--- config.mk ---
export PLATFORM = sky130hd
export DESIGN_NAME = refbuf_ctrl
export DESIGN_NICKNAME = d
export VERILOG_FILES = /design/src/rtl/refbuf_pkg.sv /design/src/rtl/refbuf_sync.sv /design/src/rtl/refbuf_mode.sv /design/src/rtl/refbuf_trim.sv /design/src/rtl/refbuf_ctrl.sv
export SDC_FILE = /design/constraint.sdc
export NUM_CORES = 1
export LEC_CHECK = 0
export ABC_CLOCK_PERIOD_IN_PS = 2700
export BUFFER_PORTS_ARGS = -buffer_cell sky130_fd_sc_hd__clkbuf_2
export CAP_MARGIN = 20
export CORE_AREA = 8 8 64 66
export CTS_CLUSTER_DIAMETER = 50
export DETAILED_ROUTE_END_ITERATION = 16
export DIE_AREA = 0 0 72 74
export PLACE_DENSITY = 0.83
export SLEW_MARGIN = 20
export SYNTH_ARGS = -nofsm -noshare
export SYNTH_HDL_FRONTEND = slang
export SYNTH_SLANG_ARGS = --single-unit
--- constraint.sdc ---
create_clock -name clk -period 2.7 [get_ports clk]
set_input_delay 0.135 -clock clk [delete_from_list [all_inputs] [get_ports clk]]
set_output_delay 0.135 -clock clk [all_outputs]
set_load 0.02 [all_outputs]
--- src/rtl/refbuf_pkg.sv ---
package refbuf_pkg;
  localparam int DATA_W    = 32;
  localparam int MODE_OFS  = 0;
  localparam int TRIM_OFS  = 4;
  localparam int EN_POS    = 0;
  localparam int HIZ_POS   = 1;
  localparam int RDY_POS   = 3;
  localparam int LVL_POS   = 4;
  localparam int TRIM_POS  = 0;
endpackage

--- src/rtl/refbuf_sync.sv ---
module refbuf_sync #(
  parameter int STAGES = 2
) (
  input  logic clk,
  input  logic rst_n,
  input  logic d_i,
  output logic q_o
);
  logic [STAGES-1:0] chain_q;

  always_ff @(posedge clk) begin
    if (!rst_n) chain_q <= '0;
    else        chain_q <= {chain_q[STAGES-2:0], d_i};
  end

  assign q_o = chain_q[STAGES-1];
endmodule

--- src/rtl/refbuf_mode.sv ---
module refbuf_mode #(
  parameter int LVL_W = 3
) (
  input  logic             clk,
  input  logic             rst_n,
  input  logic             wr_i,
  input  logic             en_d,
  input  logic             hiz_d,
  input  logic [LVL_W-1:0] lvl_d,
  output logic             en_q,
  output logic             hiz_q,
  output logic [LVL_W-1:0] lvl_q,
  output logic             lvl_chg_o
);
  // the level is taken only if the enable stored before this edge is 0
  assign lvl_chg_o = wr_i && !en_q && (lvl_d != lvl_q);

  always_ff @(posedge clk) begin
    if (!rst_n) begin
      en_q  <= 1'b0;
      hiz_q <= 1'b0;
      lvl_q <= '0;
    end else begin
      if (wr_i) begin
        en_q  <= en_d;
        hiz_q <= hiz_d;
      end
      if (lvl_chg_o) lvl_q <= lvl_d;
    end
  end
endmodule

--- src/rtl/refbuf_trim.sv ---
module refbuf_trim #(
  parameter int TRIM_W = 6,
  parameter int LVL_W  = 3,
  parameter int NUM_LVL = 4
) (
  input  logic                      clk,
  input  logic                      rst_n,
  input  logic [NUM_LVL*TRIM_W-1:0] table_i,
  input  logic                      lvl_chg_i,
  input  logic [LVL_W-1:0]          new_lvl_i,
  input  logic                      wr_i,
  input  logic [TRIM_W-1:0]         wdata_i,
  output logic [TRIM_W-1:0]         trim_q,
  output logic                      ovr_q,
  output logic                      reload_o
);
  function automatic logic [TRIM_W-1:0] pick_trim(
    input logic [NUM_LVL*TRIM_W-1:0] tbl,
    input logic [LVL_W-1:0]          lvl,
    input logic [TRIM_W-1:0]         keep);
    if (int'(lvl) < NUM_LVL) return tbl[int'(lvl)*TRIM_W +: TRIM_W];
    return keep;
  endfunction

  assign reload_o = lvl_chg_i && !ovr_q;

  always_ff @(posedge clk) begin
    if (!rst_n) begin
      trim_q <= table_i[TRIM_W-1:0];
      ovr_q  <= 1'b0;
    end else if (wr_i) begin
      trim_q <= wdata_i;
      ovr_q  <= 1'b1;
    end else if (reload_o) begin
      trim_q <= pick_trim(table_i, new_lvl_i, trim_q);
    end
  end
endmodule

--- src/rtl/refbuf_ctrl.sv ---
module refbuf_ctrl #(
  parameter int ADDR_W  = 4,
  parameter int TRIM_W  = 6,
  parameter int LVL_W   = 3,
  parameter int NUM_LVL = 4,
  parameter int SYNC_N  = 2
) (
  input  logic                      clk,
  input  logic                      rst_n,
  input  logic [ADDR_W-1:0]         bus_addr,
  input  logic                      bus_we,
  input  logic [31:0]               bus_wdata,
  output logic [31:0]               bus_rdata,
  input  logic [NUM_LVL*TRIM_W-1:0] trim_table,
  input  logic                      ana_ready_i,
  output logic                      ana_en_o,
  output logic                      ana_hiz_o,
  output logic [LVL_W-1:0]          ana_scale_o,
  output logic [TRIM_W-1:0]         ana_trim_o
);
  import refbuf_pkg::*;

  logic sel_mode, sel_trim, mode_wr, trim_wr;
  logic lvl_chg, trim_reload, ovr_q, rdy_sync, rdy_bit;

  assign sel_mode = (bus_addr == ADDR_W'(MODE_OFS));
  assign sel_trim = (bus_addr == ADDR_W'(TRIM_OFS));
  assign mode_wr  = bus_we && sel_mode;
  assign trim_wr  = bus_we && sel_trim;

  refbuf_mode #(.LVL_W(LVL_W)) u_mode (
    .clk(clk), .rst_n(rst_n), .wr_i(mode_wr),
    .en_d(bus_wdata[EN_POS]), .hiz_d(bus_wdata[HIZ_POS]),
    .lvl_d(bus_wdata[LVL_POS +: LVL_W]),
    .en_q(ana_en_o), .hiz_q(ana_hiz_o), .lvl_q(ana_scale_o),
    .lvl_chg_o(lvl_chg)
  );

  refbuf_trim #(.TRIM_W(TRIM_W), .LVL_W(LVL_W), .NUM_LVL(NUM_LVL)) u_trim (
    .clk(clk), .rst_n(rst_n), .table_i(trim_table),
    .lvl_chg_i(lvl_chg), .new_lvl_i(bus_wdata[LVL_POS +: LVL_W]),
    .wr_i(trim_wr), .wdata_i(bus_wdata[TRIM_POS +: TRIM_W]),
    .trim_q(ana_trim_o), .ovr_q(ovr_q), .reload_o(trim_reload)
  );

  refbuf_sync #(.STAGES(SYNC_N)) u_sync (
    .clk(clk), .rst_n(rst_n), .d_i(ana_ready_i), .q_o(rdy_sync)
  );

  assign rdy_bit = rdy_sync && ana_en_o;

  always_comb begin
    bus_rdata = '0;
    if (sel_mode) begin
      bus_rdata[EN_POS]             = ana_en_o;
      bus_rdata[HIZ_POS]            = ana_hiz_o;
      bus_rdata[RDY_POS]            = rdy_bit;
      bus_rdata[LVL_POS +: LVL_W]   = ana_scale_o;
    end else if (sel_trim) begin
      bus_rdata[TRIM_POS +: TRIM_W] = ana_trim_o;
    end
  end

  wire unused_wdata = ^{bus_wdata, trim_reload};
endmodule

==> results.py <==
metrics = {
    "synth": {
        "ys_types": 34,
        "synth_top_family_by_area": "buffers and inverters",
        "yosys.area.top_type_share_pct": 16.3,
        "synth_mux_area_share_pct": 13.7,
        "syn_area_per_cell_um2": 9.35,
        "synth_compound_area_share_pct": 16.5,
        "synth_top_cell_by_area": "buf_4",
        "synth_xor_area_share_pct": 2.19,
        "synthCells": 128,
        "ys_top_cells_by_count": "buf_4, o21ai_1, nor2b_1",
        "synthMostInstantiatedCell": "buf_4",
        "ys.flop_type": "dfxtp_1",
        "synth_edf_count": 6,
        "ys_ff_latch": 14,
        "synthArstFlopShare_pct": 0,
        "synth_adder_area_share_pct": 0,
        "synth_simple_gate_area_share_pct": 17.1,
        "syn_area_um2": 1200,
        "ys_warn_count": 0,
        "ys_top_cells_by_area": "buf_4, edfxtp_1, dfxtp_1, mux4_2, nor2b_1",
        "ys_seq_area_share_pct": 28.4,
    },
    "die": {
        "num_rows": 21,
        "die_x_um": 72,
        "core_um2": 3180,
        "io_pins": 107,
        "die_h_um": 74,
        "die_area_um2": 5330,
        "start_util_pct": 37.7,
    },
    "min_path": {
        "hold_path.class": "input port to register",
    },
    "place": {
        "dpl_worst_slack_ns": 1.09,
        "io_buffers": 56,
        "dpl_cell_area_um2": 1400,
        "hpwl_mm": 2.60,
        "gp_congestion": 0.752,
    },
    "cts": {
        "cts_max_level": 1,
        "cts_buffer_depth": 2,
        "cts_buffers": 3,
        "cts_resized": 0,
        "cts_post_setup_buffers_inserted": 0,
        "clock-sinks": 14,
        "ctsHoldBuffers": 0,
        "cts_tree": "done",
        "root_buffer": "clkbuf_4",
        "clk_pin_slew_ns": 0.08,
        "insertion_delay_ns": 0.27,
    },
    "worst_setup_path": {
        "worstPathCellList": "nor3b_2, o311ai_1, o311ai_1, buf_4",
        "reg2reg_depth": 4,
        "crit_arrival_ns": 1.55,
        "slowest_delay_ns": 0.35,
        "required_ns": 2.69,
        "r2r_slack_ns": 1.14,
        "worst_setup_path_end_kind": "register",
        "r2r_end": "u_trim.trim_q[4]",
        "cp_max_fo": 6,
        "cpMaxStageDelayCell": "dfxtp_1",
        "endpoint": "u_trim.trim_q[4]",
        "timing_worst_setup_path_type": "register to register",
        "crit_start": "u_mode.en_q",
        "cp-start-kind": "register",
        "critPathMostFrequentCell": "o311ai_1",
        "timing.rr.start": "u_mode.en_q",
    },
    "finish": {
        "fin_nets": 246,
        "num-fill-cells": 345,
        "regArea_um2": 340,
        "final_area_um2": 1430,
        "diodes": 0,
        "area_growth_pct": 19.0,
        "multi_input_area_um2": 687,
        "drive_gt1_share_pct": 39.8,
    },
    "global_route": {
        "grt_antenna_before_repair": 0,
        "grt_pass1_wl_mm": 4.75,
        "grt_pass1_vias": 1088,
        "grt-ovfl-total": 0,
        "grt_start_max_net_pins": 24,
        "grt_util_all_layers_pct": 11.0,
    },
    "detailed_routing": {
        "vias": 1046,
        "viasPerCell": 4.61,
        "first_iter_violations": 20,
        "drtPass1Iterations": 4,
        "drt_wl_total_mm": 2.99,
        "drc_errors": 0,
        "wire_per_inst_um": 13.1,
        "ant_nets": 0,
    },
    "sta": {
        "finClkSkew_ns": 0.00496,
        "rsz0062_at_grt": "false",
        "setup_slack_ns": 1.14,
        "fin_tns_setup_ns": 0,
        "final.period_utilization_pct": 57.7,
        "setup-violations-final": 0,
        "worst_hold_slack_ns": 0.0652,
        "layout_min_cycle_time_ns": 1.56,
        "hold_viol_final": 0,
        "clock.fmax_ghz": 0.642,
        "final_max_slew_viol_count": 0,
    },
    "power": {
        "ir_worst_vdd_mv": 0.148,
        "power.leakage_nw": 0.677,
        "powerDensity_nw_per_um2": 370,
        "totalPowerFinal_mw": 0.527,
    },
    "flow_run": {
        "maxCapViolations": 0,
    },
    "status": {
        "status": "complete, no violations",
    },
}
-- worst min-delay path by stage --
| stage | from | to | cells after the start |
|---|---|---|---|
| after floorplan | ana_ready_i | u_sync.chain_q[0] | 1 |
| after global placement | ana_ready_i | u_sync.chain_q[0] | 2 |
| after detailed placement | ana_ready_i | u_sync.chain_q[0] | 2 |
| after CTS | ana_ready_i | u_sync.chain_q[0] | 2 |
| after global routing | ana_ready_i | u_sync.chain_q[0] | 2 |
| final | ana_ready_i | u_sync.chain_q[0] | 2 |
-- registers in the layout (all words and copies together) (netlist names) --
signal and cells:
u_trim.trim_q 6, u_sync.chain_q 2, u_trim.ovr_q 1, u_mode.en_q 1, u_mode.hiz_q 1, u_mode.lvl_q 3
-- logic make-up (layout without fill, tap and decap cells) --
kind of cell / count (synthesis) / after routing
multiplexers: 10 / 10
flip-flops: 14 / 14
other: 1 / 25
AND/OR/NAND/NOR: 33 / 33
buffers and inverters: 38 / 67
XOR/XNOR: 3 / 3
AO/OA/AOI/OAI: 29 / 29
-- layout make-up --
type	count	share of cell area [%]
clock buffers	3	1.58
clock inverters	1	0.263
inverters	5	1.32
multi-input cells	100	48.2
flip-flops and latches	14	23.9
well taps	46	4.04
repair buffers	58	20.7
-- report_power, final --
| group | leakage, nW | internal [mW] | switching [mW] |
|---|---|---|---|
| Sequential | 0.124 | 0.236 | 0.00712 |
| Clock | 0.0154 | 0.0534 | 0.0636 |
| Combinational | 0.538 | 0.0640 | 0.103 |
-- routing by layer --
layer | vias up | wire, um | GRT usage (%)
li1 | 516 | - | -
met1 | 469 | 1230 | 12.6
met2 | 59 | 1420 | 17.8
met3 | 2 | 310 | 4.18
met4 | 0 | 34 | 5.22
met5 | - | 0 | 0
-- worst max-delay path, delay by kind of cell, from the launching register on --
family / cells / cell delay (ns)
AOI/OAI and AO/OA: 2 / 0.42
buffers and inverters: 1 / 0.20
DFF: 1 / 0.35
and+or+nand+nor: 1 / 0.31
-- metrics by stage --
stage                     utilization (%)  cells
after global placement               44.0    223
after floorplan                         -    152
after detailed placement             44.0    223
after global routing                 44.8    227
final                                44.8    227
after CTS                            44.8    227
-- layout by cell type (no fill, tap or decap), types with 2 or more instances in the layout --
master    Yosys  final
mux4_2        5      5
and2_1        3      3
nand3_1       5      5
clkbuf_2      0     56
nor3b_2       2      2
o311ai_1      2      2
nor2b_1       9      9
a21oi_1       2      2
a21boi_1      5      5
buf_4        26      2
nand2_1       2      2
nand2b_1      2      2
dfxtp_1       8      8
conb_1        1     25
mux2i_1       4      4
nor2_1        5      5
a41oi_1       5      5
inv_1         5      5
clkbuf_4      0      3
xor2_1        3      3
edfxtp_1      6      6
o21ai_1      10     10
Note: power is estimated with default switching activity, not from simulation.
